### src/rtl/sclk_gen_pkg.sv
package sclk_gen_pkg;
   typedef enum logic [1:0] {
      PH_IDLE = 2'd0,
      PH_LOW  = 2'd1,
      PH_WAIT = 2'd2,
      PH_HIGH = 2'd3
   } scl_phase_e;
endpackage

### src/rtl/sclk_line_sync.sv
module sclk_line_sync #(
   parameter int   STAGES  = 2,
   parameter logic RST_VAL = 1'b1
) (
   input  logic clk,
   input  logic rst_n,
   input  logic d,
   output logic q
);
   logic [STAGES-1:0] shreg;

   always_ff @(posedge clk or negedge rst_n) begin
      if (!rst_n) shreg <= {STAGES{RST_VAL}};
      else        shreg <= {shreg[STAGES-2:0], d};
   end

   assign q = shreg[STAGES-1];
endmodule

### src/rtl/sclk_prescale.sv
module sclk_prescale #(
   parameter int RATIO = 8
) (
   input  logic clk,
   input  logic rst_n,
   input  logic clr,
   input  logic bypass,
   output logic tick
);
   localparam int CW = $clog2(RATIO);
   localparam logic [CW-1:0] LAST = CW'(RATIO - 1);

   logic [CW-1:0] cnt;

   generate
      if ((RATIO & (RATIO - 1)) == 0) begin : g_pow2
         always_ff @(posedge clk or negedge rst_n) begin
            if (!rst_n)   cnt <= '0;
            else if (clr) cnt <= '0;
            else          cnt <= cnt + 1'b1;
         end
         assign tick = bypass | (&cnt);
      end else begin : g_mod
         always_ff @(posedge clk or negedge rst_n) begin
            if (!rst_n)           cnt <= '0;
            else if (clr)         cnt <= '0;
            else if (cnt == LAST) cnt <= '0;
            else                  cnt <= cnt + 1'b1;
         end
         assign tick = bypass | (cnt == LAST);
      end
   endgenerate
endmodule

### src/rtl/sclk_phase_fsm.sv
module sclk_phase_fsm
   import sclk_gen_pkg::*;
#(
   parameter int DIV_W   = 8,
   parameter int MIN_MOD = 2
) (
   input  logic             clk,
   input  logic             rst_n,
   input  logic             en,
   input  logic [DIV_W-1:0] mod_in,
   input  logic             byp_in,
   input  logic             scl_hi,
   input  logic             tick,
   output logic             pre_clr,
   output logic             byp_q,
   output logic             drive_low,
   output logic             fall_stb,
   output logic             rise_stb
);
   localparam logic [DIV_W-1:0] MIN_V = DIV_W'(MIN_MOD);

   scl_phase_e       state, state_n;
   logic [DIV_W-1:0] cnt;
   logic [DIV_W-1:0] mod_q;
   logic [DIV_W-1:0] mod_eff;
   logic             first_q;
   logic             load;
   logic             last_tick;

   assign mod_eff   = (mod_in < MIN_V) ? MIN_V : mod_in;
   assign last_tick = tick && (cnt == mod_q);

   always_comb begin
      state_n = state;
      unique case (state)
         PH_IDLE: state_n = PH_LOW;
         PH_LOW:  if (last_tick) state_n = PH_WAIT;
         PH_WAIT: if (scl_hi)    state_n = PH_HIGH;
         PH_HIGH: if (last_tick) state_n = PH_LOW;
         default: state_n = PH_IDLE;
      endcase
      if (!en) state_n = PH_IDLE;
   end

   assign load    = (state_n == PH_LOW) && (state != PH_LOW);
   assign pre_clr = (state_n != state) || (state == PH_WAIT) || (state == PH_IDLE);

   always_ff @(posedge clk or negedge rst_n) begin
      if (!rst_n) begin
         state   <= PH_IDLE;
         cnt     <= '0;
         mod_q   <= MIN_V;
         byp_q   <= 1'b0;
         first_q <= 1'b0;
      end else begin
         state   <= state_n;
         first_q <= load;
         if (state_n != state)
            cnt <= '0;
         else if (tick && (state == PH_LOW || state == PH_HIGH))
            cnt <= cnt + 1'b1;
         if (load) begin
            mod_q <= mod_eff;
            byp_q <= byp_in;
         end
      end
   end

   assign drive_low = en && (state == PH_LOW);
   assign fall_stb  = en && (state == PH_LOW) && first_q;
   assign rise_stb  = en && (state == PH_WAIT) && scl_hi;
endmodule

### src/rtl/i2c_scl_gen.sv
module i2c_scl_gen #(
   parameter int DIV_W       = 8,
   parameter int PRE_RATIO   = 8,
   parameter int MIN_MOD     = 2,
   parameter int SYNC_STAGES = 2
) (
   input  logic             clk,
   input  logic             rst_n,
   input  logic             en,
   input  logic [DIV_W-1:0] div_mod,
   input  logic             pre_bypass,
   input  logic             scl_in,
   output logic             scl_drive_low,
   output logic             scl_fall_stb,
   output logic             scl_rise_stb
);
   generate
      if (DIV_W < 2) begin : g_bad_width
         $error("i2c_scl_gen: DIV_W must be at least 2");
      end
      if (PRE_RATIO < 2) begin : g_bad_ratio
         $error("i2c_scl_gen: PRE_RATIO must be at least 2");
      end
      if (MIN_MOD < 0 || MIN_MOD >= (1 << DIV_W)) begin : g_bad_min
         $error("i2c_scl_gen: MIN_MOD must fit in DIV_W bits");
      end
      if (SYNC_STAGES < 2) begin : g_bad_sync
         $error("i2c_scl_gen: SYNC_STAGES must be at least 2");
      end
   endgenerate

   logic scl_hi;
   logic tick;
   logic pre_clr;
   logic byp_q;

   sclk_line_sync #(
      .STAGES  (SYNC_STAGES),
      .RST_VAL (1'b1)
   ) u_sync (
      .clk   (clk),
      .rst_n (rst_n),
      .d     (scl_in),
      .q     (scl_hi)
   );

   sclk_prescale #(
      .RATIO (PRE_RATIO)
   ) u_pre (
      .clk    (clk),
      .rst_n  (rst_n),
      .clr    (pre_clr),
      .bypass (byp_q),
      .tick   (tick)
   );

   sclk_phase_fsm #(
      .DIV_W   (DIV_W),
      .MIN_MOD (MIN_MOD)
   ) u_fsm (
      .clk       (clk),
      .rst_n     (rst_n),
      .en        (en),
      .mod_in    (div_mod),
      .byp_in    (pre_bypass),
      .scl_hi    (scl_hi),
      .tick      (tick),
      .pre_clr   (pre_clr),
      .byp_q     (byp_q),
      .drive_low (scl_drive_low),
      .fall_stb  (scl_fall_stb),
      .rise_stb  (scl_rise_stb)
   );
endmodule

### config.mk
export PLATFORM = sky130hd
export DESIGN_NAME = i2c_scl_gen
export DESIGN_NICKNAME = d
export VERILOG_FILES = /design/src/rtl/sclk_gen_pkg.sv /design/src/rtl/sclk_line_sync.sv /design/src/rtl/sclk_prescale.sv /design/src/rtl/sclk_phase_fsm.sv /design/src/rtl/i2c_scl_gen.sv
export SDC_FILE = /design/constraint.sdc
export NUM_CORES = 1
export LEC_CHECK = 0
export ABC_CLOCK_PERIOD_IN_PS = 1900
export BUFFER_PORTS_ARGS = -buffer_cell sky130_fd_sc_hd__clkbuf_2
export CORE_ASPECT_RATIO = 1.4
export CORE_MARGIN = 5
export CORE_UTILIZATION = 27
export CTS_CLUSTER_DIAMETER = 120
export CTS_CLUSTER_SIZE = 14
export DETAILED_ROUTE_END_ITERATION = 8
export HOLD_SLACK_MARGIN = 0.08
export PLACE_DENSITY = 0.43
export SLEW_MARGIN = 20
export SYNTH_ARGS = -nofsm -noshare
export SYNTH_HDL_FRONTEND = slang
export SYNTH_SLANG_ARGS = --single-unit
export TNS_END_PERCENT = 50
### constraint.sdc
create_clock -name clk -period 1.9 [get_ports clk]
set_input_delay 0.38 -clock clk [delete_from_list [all_inputs] [get_ports clk]]
set_output_delay 0.38 -clock clk [all_outputs]
set_load 0.01 [all_outputs]
==> metrics.cfg <==
[drt]
dr_total_vias = 818
routedWlPerCell_um = 12.8
drt_iter0_markers = 25
wl_um = 2350
vias_per_cell = 4.45
drc = 0
drtPass1Iterations = 4
ant_nets = 0

[sta]
finalHoldWorstSlack_ns = 0.0986
tightest_slew_ns = 0.614
setup_tns_ns = 0
slew_headroom = 0.591
period_share = 0.949
fin_crit_ns = 1.80
drv_slew = 0
fmax_mhz = 555
finalHoldViolCount = 0
rsz0062_at_grt = no
finalSetupViolCount = 0
skew_ns = 0.00568

[synth]
syn_area_per_cell_um2 = 12.0
syn_nets = 118
ys_ff_latch = 25
netlist-cell-type-count = 31
yosysWarnings = 0
synth.cell_area_um2 = 1230
synthCells = 102
ys_seq_area_frac = 0.513

[global_route]
grt_pass1_vias = 846
antenna_found_initial = 0
grt_pass1_wl_um = 4170
grt-ovfl-total = 0
grt_max_degree = 26
grt_use_total = 0.0920

[critical_path]
critPathCapture = u_fsm.mod_q[7]
cp_data_arrival_time_ns = 1.96
cp-start-kind = flip-flop
path_max_fanout = 10
r2r-end = u_fsm.mod_q[7]
cp.required_ns = 2.06
rr_worst_depth = 6
critPathLaunch = u_fsm.cnt[3]
worstReg2RegStart = u_fsm.cnt[3]
crit_type = flip-flop to flip-flop
r2r_slack_ns = 0.1
end_kind = flip-flop

[clock_network]
clock-sinks = 25
htreeDepth = 1
clock-root-buffer = clkbuf_8
clock_path_buffers = 2
cts_buffers = 3
cts_tree = built
cts.clk_slew.worst_paths_ns = 0.09
clock_latency_ns = 0.27

[floorplan]
rows = 29
fp.coreArea_um2 = 4460
die_area_um2 = 6010
die_w_um = 67.0
die_y_um = 89.8
io_pins = 16
start_util = 0.275

[cells_and_area]
layout-drive-gt1-share = 0.336
areaGrowthSynthToFinish_pct = 19.3
fin_nets = 139
antenna_cells = 0

[power_and_ir_drop]
power.total_mw = 1.09
p_per_area_nw_per_um2 = 742
cellLeakagePower_nw = 0.708
ir_drop_mv = 0.298

[run_status]
status = finished, final reports clean

[flow_run]
max_cap_viol_count = 0

[placed_design]
dp_hpwl_um = 1800
portBuffers = 15
gp_congestion = 0.850

[hold_path]
worstHoldPathType = input pin to asynchronous set/reset pin

state kept, by name, summed over array words and instances (netlist names):
name           cells
u_fsm.cnt          8
u_fsm.mod_q        8
u_pre.cnt          3
u_fsm.state        2
u_sync.shreg       2
u_fsm.byp_q        1
u_fsm.first_q      1
worst max-delay path, cell delays in order, from the launching register on:
cell and delay, ns:
dfrtp_1 0.44, xor2_1 0.17, nor4_2 0.30, nand4_2 0.13
o32a_1 0.20, buf_12 0.16, mux2_4 0.29
per-stage QoR:
stage | worst slack (ns) | cell area (um^2) | cells | utilization
after floorplan | 0.0337 | 1230 | 102 | -
after global placement | 0.0361 | 1400 | 179 | 0.314
after detailed placement | 0.0369 | 1400 | 179 | 0.314
after CTS | 0.0246 | 1450 | 183 | 0.324
after global routing | 0.00243 | 1460 | 184 | 0.328
final | 0.0966 | 1460 | 184 | 0.328
how the worst min path moves through the flow:
stage	cells past startpoint	to	slack [ns]
global route	1	u_fsm.state[0]	0.16
detailed placement	0	u_sync.shreg[1]	0.35
global placement	0	u_sync.shreg[1]	0.35
finish	1	u_fsm.state[0]	0.1
CTS	1	u_fsm.state[0]	0.13
floorplan	0	u_fsm.byp_q	0.08
area by class of cell:
type,instances,area (um^2)
fill,467,3000
sequential,25,631
multi-input combinational,70,574
timing repair buffer,20,125
tap,62,77.6
clock buffer,4,45.0
inverter,3,11.3
report_power, final:
group | internal [mW] | switching (mW) | total, mW
registers | 0.576 | 0.0330 | 0.609
logic | 0.0921 | 0.0699 | 0.162
clock network | 0.150 | 0.165 | 0.316
total | 0.819 | 0.268 | 1.09
cell usage in the layout, fill, tap and decap left out, types with 2 or more instances in the layout:
| cell type | instances |
|---|---|
| nand2_1 | 4 |
| ha_2 | 2 |
| dfrtp_1 | 21 |
| xnor2_1 | 5 |
| and3_1 | 3 |
| xor2_1 | 11 |
| mux2i_1 | 2 |
| dfstp_2 | 3 |
| o21a_1 | 2 |
| buf_4 | 4 |
| inv_1 | 3 |
| clkbuf_2 | 15 |
| nor2_1 | 12 |
| mux2_4 | 8 |
| clkbuf_8 | 3 |
| nand4_1 | 2 |
| and4_1 | 3 |
cells by family after synthesis:
group | Yosys count | synth area share
muxes | 10 | 0.114
adders and majority gates | 3 | 0.0306
DFF | 25 | 0.513
buffers and inverters | 7 | 0.0275
AOI/OAI and AO/OA | 9 | 0.0540
and+or+nand+nor | 32 | 0.147
xor gates and xnor gates | 16 | 0.114
layer usage:
| layer | GRT usage | share of wire | vias to the layer above | routed length, um |
|---|---|---|---|---|
| met4 | 0.0643 | 0.041 | 0 | 96 |
| met1 | 0.116 | 0.42 | 390 | 988 |
| met5 | 0 | 0 | - | 0 |
| li1 | - | - | 394 | - |
| met2 | 0.136 | 0.49 | 24 | 1150 |
| met3 | 0.0200 | 0.050 | 10 | 118 |
repair_timing:
item                                    in CTS  in global routing
setup buffers                                0                  1
gates resized for setup                      0                  4
endpoints found under the setup margin       0                  8
hold endpoints to repair                     0                  0
hold buffers                                 0                  0
cells in the mapped netlist:
| cell | count | area share |
|---|---|---|
| clkbuf_1 | 3 | 0.0092 |
| o211ai_1 | 1 | 0.0061 |
| mux2i_1 | 2 | 0.016 |
| dfstp_2 | 3 | 0.064 |
| and2_1 | 1 | 0.0051 |
| buf_6 | 1 | 0.0092 |
| o221a_2 | 1 | 0.0092 |
| ha_1 | 3 | 0.031 |
| inv_1 | 3 | 0.0092 |
| o21a_1 | 2 | 0.012 |
| nor2b_1 | 1 | 0.0051 |
| mux2_4 | 8 | 0.098 |
| nor3b_1 | 1 | 0.0061 |
| nor4_2 | 1 | 0.010 |
| nor4_1 | 1 | 0.0051 |
| nor3_1 | 1 | 0.0041 |
| nand4_1 | 2 | 0.010 |
| o21ai_0 | 1 | 0.0041 |
| nand2b_1 | 1 | 0.0051 |
| o21ai_1 | 1 | 0.0041 |
| xor2_1 | 11 | 0.078 |
| and3_1 | 3 | 0.015 |
| o31ai_1 | 1 | 0.0061 |
| o32a_1 | 1 | 0.0082 |
| and4_1 | 3 | 0.021 |
| nand2_1 | 4 | 0.012 |
| nor2_1 | 12 | 0.037 |
| dfrtp_1 | 22 | 0.45 |
| nand4_2 | 1 | 0.010 |
| a21oi_1 | 1 | 0.0041 |
| xnor2_1 | 5 | 0.036 |
Power figures use the tool's default switching activity.
